--- src/rtl/kbd_rx_pkg.sv ---
`timescale 1ns/1ps
package kbd_rx_pkg;
  // Control-word bit positions seen by software
  localparam int unsigned CTL_CLR_BIT   = 7;
  localparam int unsigned CTL_CLKEN_BIT = 6;
  localparam int unsigned CTL_W         = 8;

  typedef struct packed {
    logic clr;     // empty receiver, hide data, release irq/clamp
    logic clk_en;  // 1: keyboard owns the clock line
  } kbd_ctl_t;
endpackage

--- src/rtl/kbd_rx_edge.sv ---
`timescale 1ns/1ps
module kbd_rx_edge #(
  parameter int unsigned STAGES = 2
) (
  input  logic clk,
  input  logic rst_n,
  input  logic clk_line,
  input  logic dat_line,
  output logic rise,
  output logic dat_s
);
  logic [STAGES-1:0] clk_sync_q, clk_sync_d;
  logic [STAGES-1:0] dat_sync_q, dat_sync_d;
  logic              clk_prev_q;

  always_comb begin
    clk_sync_d = {clk_sync_q[STAGES-2:0], clk_line};
    dat_sync_d = {dat_sync_q[STAGES-2:0], dat_line};
  end

  always_ff @(posedge clk or negedge rst_n) begin
    if (!rst_n) begin
      clk_sync_q <= '0;
      dat_sync_q <= '0;
      clk_prev_q <= 1'b0;
    end else begin
      clk_sync_q <= clk_sync_d;
      dat_sync_q <= dat_sync_d;
      clk_prev_q <= clk_sync_q[STAGES-1];
    end
  end

  assign rise  = clk_sync_q[STAGES-1] & ~clk_prev_q;
  assign dat_s = dat_sync_q[STAGES-1];

  // a detected edge never repeats in back-to-back cycles
  p_single_rise_r3: assert property (@(posedge clk) disable iff (!rst_n)
    rise |=> !rise);
endmodule

--- src/rtl/kbd_rx_shift.sv ---
`timescale 1ns/1ps
module kbd_rx_shift #(
  parameter int unsigned FRAME_W = 9
) (
  input  logic               clk,
  input  logic               rst_n,
  input  logic               shift_en,
  input  logic               din,
  input  logic               clr,
  output logic [FRAME_W-1:0] sr_q,
  output logic               top
);
  localparam int unsigned TOP = FRAME_W - 1;
  logic [FRAME_W-1:0] sr_d;

  always_comb begin
    sr_d = sr_q;
    if (clr)
      sr_d = '0;
    else if (shift_en && !sr_q[TOP])
      sr_d = {sr_q[TOP-1:0], din};
  end

  always_ff @(posedge clk or negedge rst_n) begin
    if (!rst_n) sr_q <= '0;
    else        sr_q <= sr_d;
  end

  assign top = sr_q[TOP];

  // a held frame is frozen until cleared
  p_frozen_r5: assert property (@(posedge clk) disable iff (!rst_n)
    (sr_q[TOP] && !clr) |=> $stable(sr_q));
  // the sampled data bit enters stage 0 on an accepted edge
  p_shift_in_r3: assert property (@(posedge clk) disable iff (!rst_n)
    (shift_en && !sr_q[TOP] && !clr) |=> (sr_q[0] == $past(din)));
  // clear empties the register
  p_cleared_r6: assert property (@(posedge clk) disable iff (!rst_n)
    clr |=> !sr_q[TOP]);
endmodule

--- src/rtl/kbd_rx_hold.sv ---
`timescale 1ns/1ps
module kbd_rx_hold (
  input  logic clk,
  input  logic rst_n,
  input  logic top,
  input  logic clr,
  output logic done_q
);
  logic done_d;

  always_comb begin
    done_d = done_q;
    if (clr)      done_d = 1'b0;
    else if (top) done_d = 1'b1;
  end

  always_ff @(posedge clk or negedge rst_n) begin
    if (!rst_n) done_q <= 1'b0;
    else        done_q <= done_d;
  end

  // sticky until cleared
  p_sticky_r5: assert property (@(posedge clk) disable iff (!rst_n)
    (done_q && !clr) |=> done_q);
  // clear releases the flag
  p_release_r6: assert property (@(posedge clk) disable iff (!rst_n)
    clr |=> !done_q);
endmodule

--- src/rtl/kbd_host_rx.sv ---
`timescale 1ns/1ps
module kbd_host_rx
  import kbd_rx_pkg::*;
#(
  parameter int unsigned CODE_W      = 8,
  parameter int unsigned SYNC_STAGES = 2
) (
  input  logic              clk,
  input  logic              rst_n,
  input  logic              kbd_clk_rel,
  input  logic              kbd_dat_rel,
  input  logic              ctl_we,
  input  logic [CTL_W-1:0]  ctl_wdata,
  output logic              kbd_clk_drive_low,
  output logic              kbd_dat_drive_low,
  output logic              irq,
  output logic [CODE_W-1:0] rd_data
);
  localparam int unsigned FRAME_W = CODE_W + 1;

  kbd_ctl_t           ctl_q, ctl_d;
  logic               clk_line, dat_line;
  logic               clk_rise, dat_s;
  logic [FRAME_W-1:0] frame_q;
  logic               frame_top;
  logic               held;
  logic [CODE_W-1:0]  code;
  logic               unused_wbits;

  assign unused_wbits = ^{ctl_wdata[CTL_CLKEN_BIT-1:0]};

  // control register
  always_comb begin
    ctl_d = ctl_q;
    if (ctl_we) begin
      ctl_d.clr    = ctl_wdata[CTL_CLR_BIT];
      ctl_d.clk_en = ctl_wdata[CTL_CLKEN_BIT];
    end
  end

  always_ff @(posedge clk or negedge rst_n) begin
    if (!rst_n) ctl_q <= '0;
    else        ctl_q <= ctl_d;
  end

  // open-drain line resolution
  assign kbd_clk_drive_low = ~ctl_q.clk_en;
  assign kbd_dat_drive_low = held;
  assign clk_line = kbd_clk_rel & ~kbd_clk_drive_low;
  assign dat_line = kbd_dat_rel & ~kbd_dat_drive_low;

  kbd_rx_edge #(.STAGES(SYNC_STAGES)) edge_i (
    .clk(clk), .rst_n(rst_n), .clk_line(clk_line), .dat_line(dat_line),
    .rise(clk_rise), .dat_s(dat_s)
  );

  kbd_rx_shift #(.FRAME_W(FRAME_W)) shift_i (
    .clk(clk), .rst_n(rst_n), .shift_en(clk_rise), .din(dat_s),
    .clr(ctl_q.clr), .sr_q(frame_q), .top(frame_top)
  );

  kbd_rx_hold hold_i (
    .clk(clk), .rst_n(rst_n), .top(frame_top), .clr(ctl_q.clr),
    .done_q(held)
  );

  // first code bit sits just below the start bit: reverse order
  for (genvar i = 0; i < CODE_W; i++) begin : g_code
    assign code[i] = frame_q[CODE_W-1-i];
  end

  assign irq     = held;
  assign rd_data = ctl_q.clr ? '0 : code;

  // interrupt only while a complete frame is held
  p_irq_needs_frame_r4: assert property (@(posedge clk) disable iff (!rst_n)
    irq |-> frame_top);
  // interrupt rises only after the start bit reached the top
  p_irq_after_top_r1: assert property (@(posedge clk) disable iff (!rst_n)
    $rose(irq) |-> $past(frame_top));
  // clear set keeps the interrupt low on the next cycle
  p_clear_blocks_r7: assert property (@(posedge clk) disable iff (!rst_n)
    ctl_q.clr |=> !irq);
endmodule

--- config.mk ---
export PLATFORM = sky130hd
export DESIGN_NAME = kbd_host_rx
export DESIGN_NICKNAME = d
export VERILOG_FILES = /design/src/rtl/kbd_rx_pkg.sv /design/src/rtl/kbd_rx_edge.sv /design/src/rtl/kbd_rx_shift.sv /design/src/rtl/kbd_rx_hold.sv /design/src/rtl/kbd_host_rx.sv
export SDC_FILE = /design/constraint.sdc
export NUM_CORES = 1
export LEC_CHECK = 0
export BUFFER_PORTS_ARGS = -buffer_cell sky130_fd_sc_hd__buf_4
export CORE_MARGIN = 2
export CORE_UTILIZATION = 45
export DETAILED_ROUTE_END_ITERATION = 12
export GPL_ROUTABILITY_DRIVEN = 0
export PLACE_DENSITY = 0.72
export SYNTH_ARGS = -nofsm -noshare
export SYNTH_HDL_FRONTEND = slang
export SYNTH_HIERARCHICAL = 1
export SYNTH_SLANG_ARGS = --single-unit
--- constraint.sdc ---
create_clock -name clk -period 3.5 [get_ports clk]
set_clock_uncertainty 0.1 [all_clocks]
set_input_delay 0.525 -clock clk [delete_from_list [all_inputs] [get_ports clk]]
set_output_delay 0.525 -clock clk [all_outputs]
set_load 0.01 [all_outputs]
* Yosys cells after proc, flatten, opt, wreduce, memory -nomap -nowiden
Cells that the tools add are included.
Storage, ports and cells: word-level logic and storage cells 22, output and inout bits 11, input port bits 13, register bits 17
Cells by class: mux-type cells 5, bitwise operators 6, reductions and logical operators 4
Operator list (count):
- $mux 9 | 2
- $mux 8 | 1
- $reduce_bool 2->1 | 2
- $and 1x1->1 | 3
- $not 1->1 | 3
- $mux 1 | 2
- $logic_and 1x1->1 | 1
- $logic_not 1->1 | 1

* Logic depth before layout (Yosys ltp)
Gate-level depths: netlist of the first run.
depth after elaboration 5, mapped depth 4

* By module
The synthesis of the first run kept the hierarchy.
By module, submodules not included:
- kbd_rx_shift | times used 1, seq. area each 225.2 um^2, cells an instance 32, area an instance 406.6 um^2
- kbd_host_rx | times used 1, seq. area each 50.0 um^2, cells an instance 16, area an instance 166.4 um^2
- kbd_rx_edge | times used 1, seq. area each 125.1 um^2, cells an instance 6, area an instance 138.9 um^2
- kbd_rx_hold | times used 1, seq. area each 25.0 um^2, cells an instance 2, area an instance 35.0 um^2

* Worst setup path before layout of the first run
Ideal clock, no wire load.
path kind flip-flop to output port, start point register ctl_q[1] in the netlist's numbering, end point output rd_data[0], arrival 0.659 ns, path slack 2.216 ns, cell stages (with the launch flop) 2, path buffers 0, cell sequence dfrtp_1 and2b_2
On the way: longest elaborated chain between the ends 1
Ends and longest elaborated chain:
- from (decl) | RTL line kbd_host_rx.sv:21 | kbd_ctl_t ctl_q, ctl_d;
- from (signal assigned) | RTL line kbd_host_rx.sv:43 | else ctl_q <= ctl_d;
- $mux 8 | RTL line kbd_host_rx.sv:73 | assign rd_data = ctl_q.clr ? '0 : code;
- to (decl) | RTL line kbd_host_rx.sv:17 | output logic [CODE_W-1:0] rd_data
No other way between the ends.

* Worst setup path after layout of the first run
start point register ctl_q[1] in the netlist's numbering, end point output rd_data[1]
The elaborated chain is that of the path after synthesis.

==> key figures, run 1 <==
Run status
  • Status: completed

Hold path
  • Hold path endpoint: edge_i/dat_sync_q[1]$_DFF_PN0_
  • Tightest Hold Check Type: register to register
  • Hold path start: edge_i/dat_sync_q[0]$_DFF_PN0_
  • Hold Crit Depth: 0

Clock network
  • TritonCTS buffer count: 3
  • CTS root buf: clkbuf_4
  • CTS max path bufs: 2
  • Clock sink count: 17
  • CTS clock-pin slew for the worst setup and hold paths: 0.10 ns
  • CTS tree: done
  • Worst skew pair latency: 0.28 ns
  • H-Tree Depth: 1

Pwr
  • Clock network power share: 29.2%
  • Lkg Pwr: 0.000463 uW
  • Combinational Power Share: 9.6%
  • PD cells: 382 nW/um^2
  • Switching part of the total: 21.9%
  • Int Power: 268 uW
  • Overall power: 344 uW
  • Switching power total: 75.3 uW
  • Sequential Power Share: 61.3%
  • Maximum VDD drop: 0.170 mV

STA
  • Final setup fails: 0
  • Final worst slack: 1.58 ns
  • Period utilization: 54.7%
  • Fin Setup TNS: 0 ns
  • Final Critical Period: 1.92 ns
  • Final slew viol count: 0
  • Rel. slew slack: 71.6%
  • Fmax achieved: 522 MHz
  • Final Hold Vio Count: 0
  • RSZ-0062 raised after global routing: false
  • Measured slew at the worst slew-check pin: 0.426 ns

Worst setup path
  • Slowest stage cell, crit path: dfrtp_1
  • Buf/Inv on CP: 1
  • Critical path endpoint category: output port
  • Cell family with most CP delay: flip-flops
  • Startpoint types: register
  • CP Class: register to output port
  • R2R Setup Slk: 2.24 ns
  • Register-to-Register Path Depth: 3
  • Cell Chain, Critical Path: and2b_2 -> buf_4
  • Max incr delay on CP: 0.61 ns
  • R2r startpoint: edge_i/clk_prev_q$_DFF_PN0_
  • Worst EP required: 2.87 ns
  • WP data arrival: 1.29 ns
  • Worst reg2reg path endpoint: shift_i/sr_q[5]$_DFFE_PN0P_
  • Crit-path max FO: 20

Detailed routing
  • DR vias/cell: 4.74
  • Routed len/inst: 12.0 um
  • Initial drt markers: 9
  • Routed vias: 427
  • Drc violations: 0
  • Pre-antenna DRT Iters: 4
  • Post-Route WL: 1080 um
  • Post-route ant nets: 0

Floorplan
  • Die ar.: 1980 um^2
  • Core footprint: 1520 um^2
  • # rows: 14
  • Initial Utilization: 48.5%
  • Number of top-level pins: 24
  • Die Height: 44.5 um
  • Die width: 44.5 um

Cells and area
  • Layout Utilization: 59.1%
  • Share of cells above drive strength 1: 43.2%
  • Antenna cells: 0
  • Nets: 88
  • Layout Cells excl Fill: 90
  • Synthesis-to-layout area growth: 21.8%

Global route
  • Total gr overflow: 0
  • Pin count of the biggest net entering global routing: 21
  • GRT Resource Usage Total: 12.2%
  • Vias in the first global route: 421
  • Initial antenna violation count: 0
  • First-pass GRT wire length: 1740 um

Job
  • Max Cap Viol: 0

Placement
  • Inst Count DP: 85
  • Port Buffer Count: 17
  • DP Worst Slack: 1.88 ns

Synth
  • YS warnings: 6
  • Post-Syn Instances: 55
  • Avg Cell Area, Syn: 13.4 um^2
  • Mapped Nets: 68
  • Synthesized cell area: 739 um^2
## registers in the layout, indices dropped and copies added (netlist names)
name and flops:
ctl_q 2, edge_i/clk_prev_q 1, edge_i/clk_sync_q 2, edge_i/dat_sync_q 2, hold_i/done_q 1, shift_i/sr_q 9
## metal layers
metal	part of all wire (%)	wire length, um	vias up	GRT usage, %
met5	0	0	-	0
met3	5.2	56	0	2.45
li1	-	-	216	-
met1	46	491	201	15.9
met2	49	531	10	20.6
met4	0	0	0	3.64
## worst register-to-register path, cell delays in order (launching register included)
cell,delay [ns]
dfrtp_1,0.41
nor2b_4,0.14
nor2b_4,0.31
mux2i_1,0.23
## cell type report
type	instances	area, um^2
fillers	138	623
flip-flops and latches	17	425
multi-input cells	34	288
repair buffers	18	138
clock buffers	4	26.3
well taps	16	20.0
inverters	1	3.75
## metrics by stage
stage | hold WS, ns | instance area (um^2)
2_1_floorplan | 0.129 | 739
3_3_place_gp | 0.232 | 865
3_5_place_dp | 0.241 | 865
4_1_cts | 0.264 | 901
5_1_grt | 0.267 | 901
6_report | 0.260 | 901
## worst max path at each step
| stage | slack, ns | to | start | cells past startpoint |
|---|---|---|---|---|
| 4_1_cts | 1.56 | rd_data[2] | ctl_q[1]$_DFFE_PN0P_ | 2 |
| 3_5_place_dp | 1.88 | rd_data[0] | ctl_q[1]$_DFFE_PN0P_ | 2 |
| 2_1_floorplan | 2.22 | rd_data[0] | ctl_q[1]$_DFFE_PN0P_ | 1 |
| 6_report | 1.58 | rd_data[1] | ctl_q[1]$_DFFE_PN0P_ | 2 |
| 3_3_place_gp | 1.88 | rd_data[1] | ctl_q[1]$_DFFE_PN0P_ | 2 |
| 5_1_grt | 1.47 | rd_data[4] | ctl_q[1]$_DFFE_PN0P_ | 2 |
## repair_timing
item                      4_1_cts  5_1_grt
hold buffers                    1        0
setup buffers                   0        0
hold endpoints to repair       17        0
gates resized for setup         0        0
## power by group through the flow
stage | clock [uW] | combinational [uW] | sequential [uW]
after floorplan | 0 | 23.0 | 211
after global placement | 0 | 32.0 | 214
after detailed placement | 0 | 32.7 | 215
after CTS | 105 | 33.6 | 211
after global routing | 112 | 35.3 | 212
final | 100 | 32.9 | 211
## placed cells by master (no fill, tap or decap), drive strengths merged
cell / count
nand2b: 8
clkbuf: 4
nand4bb: 1
inv: 1
and2b: 8
o21ba: 1
mux2i: 7
dfrtp: 17
and2: 1
nor2b: 3
mux2: 2
nor2: 1
a21oi: 1
buf: 17
o21ai: 1
dlygate4sd3: 1
Note: power is estimated with default switching activity, not from simulation.
==> run 2: changes to the inputs <==
--- a/config.mk
+++ b/config.mk
@@ -7,7 +7,7 @@
 export LEC_CHECK = 0
 export BUFFER_PORTS_ARGS = -buffer_cell sky130_fd_sc_hd__buf_4
 export CORE_MARGIN = 2
-export CORE_UTILIZATION = 45
+export CORE_UTILIZATION = 43
 export DETAILED_ROUTE_END_ITERATION = 12
 export GPL_ROUTABILITY_DRIVEN = 0
 export PLACE_DENSITY = 0.72
==> constraint.sdc (replaced) <==
create_clock -name clk -period 1.6 [get_ports clk]
set_clock_uncertainty 0.1 [all_clocks]
set_input_delay 0.24 -clock clk [delete_from_list [all_inputs] [get_ports clk]]
set_output_delay 0.24 -clock clk [all_outputs]
set_load 0.01 [all_outputs]
==> run 2 against run 1 <==
Net effect: critical path depth did not move; worst setup slack worse by 1.4 ns; sequential share of layout area fell by 0.38 points; largest power group unchanged; global-route usage increased by 0.71 points; non-clock buffer count grew 1; flip-flop and latch count stayed put.
==> key figures, run 2 (synthesis results as in run 1) <==
Detailed routing
  • Post-Route WL: 1170 um
  • Drc violations: 0
  • Initial drt markers: 4
  • Post-route ant nets: 0
  • Pre-antenna DRT Iters: 2
  • DR vias/cell: 4.91
  • Routed vias: 447
  • Routed len/inst: 12.8 um

Placement
  • Inst Count DP: 85
  • Port Buffer Count: 17

Clock network
  • Clock sink count: 17
  • CTS root buf: clkbuf_4
  • CTS max path bufs: 2
  • CTS tree: done
  • H-Tree Depth: 1
  • CTS clock-pin slew for the worst setup and hold paths: 0.10 ns
  • TritonCTS buffer count: 3
  • Worst skew pair latency: 0.29 ns

STA
  • Final setup fails: 0
  • Measured slew at the worst slew-check pin: 0.284 ns
  • RSZ-0062 raised after global routing: false
  • Final slew viol count: 0
  • Final Hold Vio Count: 0
  • Final Critical Period: 1.46 ns
  • Period utilization: 91.3%
  • Rel. slew slack: 81.0%
  • Fin Setup TNS: 0 ns
  • Fmax achieved: 685 MHz

Cells and area
  • Multi-input logic area: 288 um^2
  • Register area: 427 um^2
  • Most common cell after layout, fill and taps aside: buf_4
  • Top reg by flops: shift_i/sr_q
  • Number of flip-flops under the largest register name: 9
  • Most frequent cells in the layout: buf_4 (17), dfrtp_1 (16), and2b_2 (8), nand2b_1 (8), mux2i_1 (7)
  • Share of cells above drive strength 1: 46.7%
  • Nets: 89
  • # fillers: 136
  • Antenna cells: 0
  • Synthesis-to-layout area growth: 23.2%
  • Layout Cells excl Fill: 91

Global route
  • Pin count of the biggest net entering global routing: 21
  • GRT Resource Usage Total: 12.9%
  • Vias in the first global route: 419
  • First-pass GRT wire length: 1840 um
  • Initial antenna violation count: 0
  • Total gr overflow: 0

Job
  • Max Cap Viol: 0

Worst setup path
  • Worst setup path endpoint: rd_data[1]
  • Max incr delay on CP: 0.46 ns
  • Register-to-Register Path Depth: 3
  • Slowest stage cell, crit path: dfrtp_2
  • Critical path endpoint category: output port
  • R2R Setup Slk: 0.31 ns
  • Crit path from: ctl_q[1]$_DFFE_PN0P_
  • Crit-path max FO: 11
  • Worst reg2reg path endpoint: shift_i/sr_q[4]$_DFFE_PN0P_
  • Worst EP required: 1.26 ns
  • R2r startpoint: edge_i/clk_prev_q$_DFF_PN0_
  • Startpoint types: register
  • WP data arrival: 1.12 ns
  • Cell Chain, Critical Path: and2b_2 -> buf_4
  • CP Class: register to output port

Pwr
  • Clock network power share: 29.9%
  • Switching part of the total: 23.6%
  • Int Power: 587 uW
  • Combinational Power Share: 10.5%
  • Maximum VDD drop: 0.684 mV
  • PD cells: 843 nW/um^2
  • Sequential Power Share: 59.6%
  • Switching power total: 181 uW
  • Lkg Pwr: 0.000469 uW

Floorplan
  • Die Height: 45.5 um
  • # rows: 14
  • Die width: 45.5 um
  • Die ar.: 2070 um^2
  • Core footprint: 1560 um^2
  • Initial Utilization: 47.4%
  • Number of top-level pins: 24

Run status
  • Status: completed

Hold path
  • Tightest Hold Check Type: input port to register
==> run 2: cell types whose count changed in the layout (fill, tap and decap cells not counted), sizes merged <==
| cell | previous run | this run |
|---|---|---|
| clkinv | 0 | 1 |
==> run 2: power groups by stage <==
stage	combinational (uW)	clock (uW)	sequential, uW
CTS	72.9	236	463
global placement	69.9	0	469
finish	80.3	230	458
global route	87.0	254	462
floorplan	50.2	0	462
detailed placement	70.8	0	471
==> run 2: cell type report <==
cell class              count  share of cell area [%]
flip-flops and latches     17                    46.8
multi-input cells          34                    31.6
repair buffers             19                    15.9
clock buffers               3                    2.47
well taps                  16                    2.20
clock inverters             1                   0.549
inverters                   1                   0.412
==> run 2: worst max-delay path: cells and delay by family, from the launching register on <==
| family | cells | cell delay (ns) |
|---|---|---|
| DFF | 1 | 0.46 |
| buffers and inverters | 1 | 0.14 |
| and+or+nand+nor | 1 | 0.24 |
==> run 2: how the worst min path moves through the flow <==
stage / from / end / slack (ns) / depth (start not counted)
finish: kbd_clk_rel / edge_i/clk_sync_q[0]$_DFF_PN0_ / 0.06 / 2
CTS: kbd_clk_rel / edge_i/clk_sync_q[0]$_DFF_PN0_ / 0.06 / 2
floorplan: rst_n / ctl_q[0]$_DFFE_PN0P_ / -0.16 / 0
detailed placement: rst_n / ctl_q[0]$_DFFE_PN0P_ / 0.01 / 1
global route: kbd_dat_rel / edge_i/dat_sync_q[0]$_DFF_PN0_ / 0.05 / 2
global placement: rst_n / ctl_q[0]$_DFFE_PN0P_ / 0.01 / 1
==> run 2: stage by stage <==
step	hold WS [ns]	power [uW]	utilization [%]	setup slack, ns	instance area [um^2]
2_1_floorplan	-0.156	512	-	0.496	739
3_3_place_gp	0.0121	539	55.5	0.276	865
3_5_place_dp	0.0132	541	55.5	0.250	865
4_1_cts	0.0552	772	57.9	0.0432	903
5_1_grt	0.0539	803	58.4	0.0631	911
6_report	0.0604	768	58.4	0.139	911
==> run 2: per-layer routing <==
layer / GRT usage (%) / routed length (um)
met1: 15.5 / 522
met2: 20.8 / 564
met3: 3.57 / 55
met4: 7.06 / 24
met5: 0 / 0
==> run 2: what timing repair did <==
action / 4_1_cts / 5_1_grt
hold buffers: 1 / 0
setup buffers: 0 / 1
gates resized for setup: 1 / 0
endpoints found under the setup margin: 8 / 8
endpoints found under the hold margin: 17 / 0
==> run 3: changes to the inputs <==
--- a/config.mk
+++ b/config.mk
@@ -6,11 +6,13 @@
 export NUM_CORES = 1
 export LEC_CHECK = 0
 export BUFFER_PORTS_ARGS = -buffer_cell sky130_fd_sc_hd__buf_4
+export CELL_PAD_IN_SITES_DETAIL_PLACEMENT = 1
+export CELL_PAD_IN_SITES_GLOBAL_PLACEMENT = 1
 export CORE_MARGIN = 2
-export CORE_UTILIZATION = 43
+export CORE_UTILIZATION = 34
 export DETAILED_ROUTE_END_ITERATION = 12
 export GPL_ROUTABILITY_DRIVEN = 0
-export PLACE_DENSITY = 0.72
+export PLACE_DENSITY_LB_ADDON = 0.1
 export SYNTH_ARGS = -nofsm -noshare
 export SYNTH_HDL_FRONTEND = slang
 export SYNTH_HIERARCHICAL = 1
==> run 3 against run 2 <==
Net effect: flip-flop and latch count unchanged; total power decreased by 0.15%; clock power about the same; die area increased by 24%; combinational power increased by 0.7%; non-clock buffer count unchanged; critical path type unchanged; sequential power about the same; final area increased by 1.5%; routed wire length increased by 0.60%; critical endpoint is now rd_data[6]; critical path depth unchanged; first-iteration DRC count decreased by 75%; worst setup slack improved by 0.022 ns.
==> key figures, run 3 (synthesis results as in run 1) <==
STA
  • RSZ-0062 raised after global routing: false
  • Fin Setup TNS: 0 ns
  • Final worst slack: 0.161 ns
  • Final slew viol count: 0
  • Final Hold Vio Count: 0
  • Period utilization: 89.9%
  • Rel. slew slack: 79.4%
  • Final Critical Period: 1.44 ns
  • Final setup fails: 0
  • Measured slew at the worst slew-check pin: 0.308 ns
  • Fmax achieved: 695 MHz

Pwr
  • Maximum VDD drop: 0.466 mV
  • PD cells: 829 nW/um^2
  • Lkg Pwr: 0.000469 uW

Worst setup path
  • Startpoint types: register
  • Slowest stage cell, crit path: dfrtp_2
  • Register-to-Register Path Depth: 3
  • Worst EP required: 1.26 ns
  • WP data arrival: 1.10 ns
  • Crit-path max FO: 11
  • Worst reg2reg path endpoint: shift_i/sr_q[5]$_DFFE_PN0P_
  • Cell family with most CP delay: flip-flops
  • R2R Setup Slk: 0.30 ns
  • Critical path endpoint category: output port
  • Cell Chain, Critical Path: and2b_2 -> buf_4
  • CP Class: register to output port
  • R2r startpoint: edge_i/clk_sync_q[1]$_DFF_PN0_
  • Max incr delay on CP: 0.45 ns
  • Buf/Inv on CP: 1

Hold path
  • Hold path endpoint: edge_i/clk_sync_q[0]$_DFF_PN0_
  • Hold Crit Depth: 2
  • Hold path start: kbd_clk_rel
  • Tightest Hold Check Type: input port to register

Clock network
  • Worst skew pair latency: 0.29 ns
  • CTS clock-pin slew for the worst setup and hold paths: 0.09 ns
  • H-Tree Depth: 1
  • CTS tree: done
  • TritonCTS buffer count: 3
  • CTS max path bufs: 2
  • CTS root buf: clkbuf_4
  • Clock sink count: 17

Detailed routing
  • Initial drt markers: 1
  • Drc violations: 0
  • Pre-antenna DRT Iters: 2
  • Met3 Wirelength: 86 um
  • DR vias/cell: 4.31
  • Post-Route WL: 1170 um
  • Met2 WL post-DR: 530 um
  • Post-route ant nets: 0
  • DRT met1 WL: 558 um
  • Routed vias: 440
  • Top Layer Used: met3
  • Routed len/inst: 11.5 um

Floorplan
  • Die Height: 50.6 um
  • Die ar.: 2560 um^2
  • Initial Utilization: 36.9%
  • Number of top-level pins: 24
  • Core footprint: 2000 um^2
  • # rows: 16
  • Die width: 50.6 um

Cells and area
  • Synthesis-to-layout area growth: 25.0%
  • Number of flip-flops under the largest register name: 9
  • Top reg by flops: shift_i/sr_q
  • Most frequent cells in the layout: buf_4 (17), dfrtp_1 (16), and2b_2 (8), nand2b_1 (8), mux2i_1 (7)
  • Most common cell after layout, fill and taps aside: buf_4
  • Antenna cells: 0
  • Share of cells above drive strength 1: 46.7%
  • Final instance area: 925 um^2
  • Nets: 89

Job
  • Max Cap Viol: 0

Run status
  • Status: completed

Global route
  • GRT Resource Usage Total: 10.6%
  • Total gr overflow: 0
  • Vias in the first global route: 430
  • First-pass GRT wire length: 1990 um
  • Initial antenna violation count: 0
  • Pin count of the biggest net entering global routing: 21

Placement
  • DP Worst Slack: 0.232 ns
  • Placed Area: 878 um^2
  • Port Buffer Count: 17
==> run 3: cell counts in the layout (fill, tap and decap cells not counted) <==
Identical to the previous run, type by type.
==> run 3: area by class of cell <==
cell class              instances  area [um^2]
flip-flops and latches         17          427
well taps                      27         33.8
multi-input cells              34          288
repair buffers                 19          145
clock inverters                 1         5.00
fillers                       221         1080
inverters                       1         3.75
clock buffers                   3         22.5
==> run 3: worst max path at each step <==
stage	from	endpoint	slack [ns]	depth (start not counted)
detailed placement	ctl_q[1]$_DFFE_PN0P_	rd_data[0]	0.23	2
global route	ctl_q[1]$_DFFE_PN0P_	rd_data[6]	0.09	2
CTS	ctl_q[1]$_DFFE_PN0P_	rd_data[0]	0.04	2
floorplan	edge_i/clk_prev_q$_DFF_PN0_	shift_i/sr_q[1]$_DFFE_PN0P_	0.50	4
global placement	ctl_q[1]$_DFFE_PN0P_	rd_data[0]	0.22	2
finish	ctl_q[1]$_DFFE_PN0P_	rd_data[6]	0.16	2
==> run 3: metrics by stage <==
stage | util, % | hold slack [ns] | power, uW | instances
floorplan | - | -0.156 | 512 | 55
global placement | 43.9 | 0.0193 | 542 | 96
detailed placement | 43.9 | 0.0165 | 543 | 96
CTS | 45.8 | 0.0594 | 776 | 101
global route | 46.2 | 0.0519 | 810 | 102
finish | 46.2 | 0.0682 | 767 | 102
==> run 3: worst register-to-register path, cell delays in order, from the launching register on <==
cell and delay (ns):
dfrtp_1 0.38, nor2b_4 0.16, nor2b_4 0.33, mux2i_1 0.24
==> run 3: layer usage <==
layer,global-route usage (%),vias to the layer above
li1,-,219
met1,14.2,207
met2,15.8,14
met3,6.25,0
met4,0,0
met5,0,-
==> run 3: timing repair <==
| item | 4_1_cts | 5_1_grt |
|---|---|---|
| endpoints found under the hold margin | 17 | 0 |
| buffers inserted | 0 | 1 |
| setup endpoints to repair | 8 | 6 |
| resized for setup | 1 | 0 |
| hold buffers | 1 | 0 |
| gates cloned | 0 | 0 |
==> run 3: power by group <==
part | switching [uW] | total, uW | internal (uW) | leakage (uW)
logic | 32.4 | 80.9 | 48.5 | 0.000228
clock network | 135 | 228 | 92.9 | 0.0000177
registers | 12.3 | 458 | 445 | 0.000224
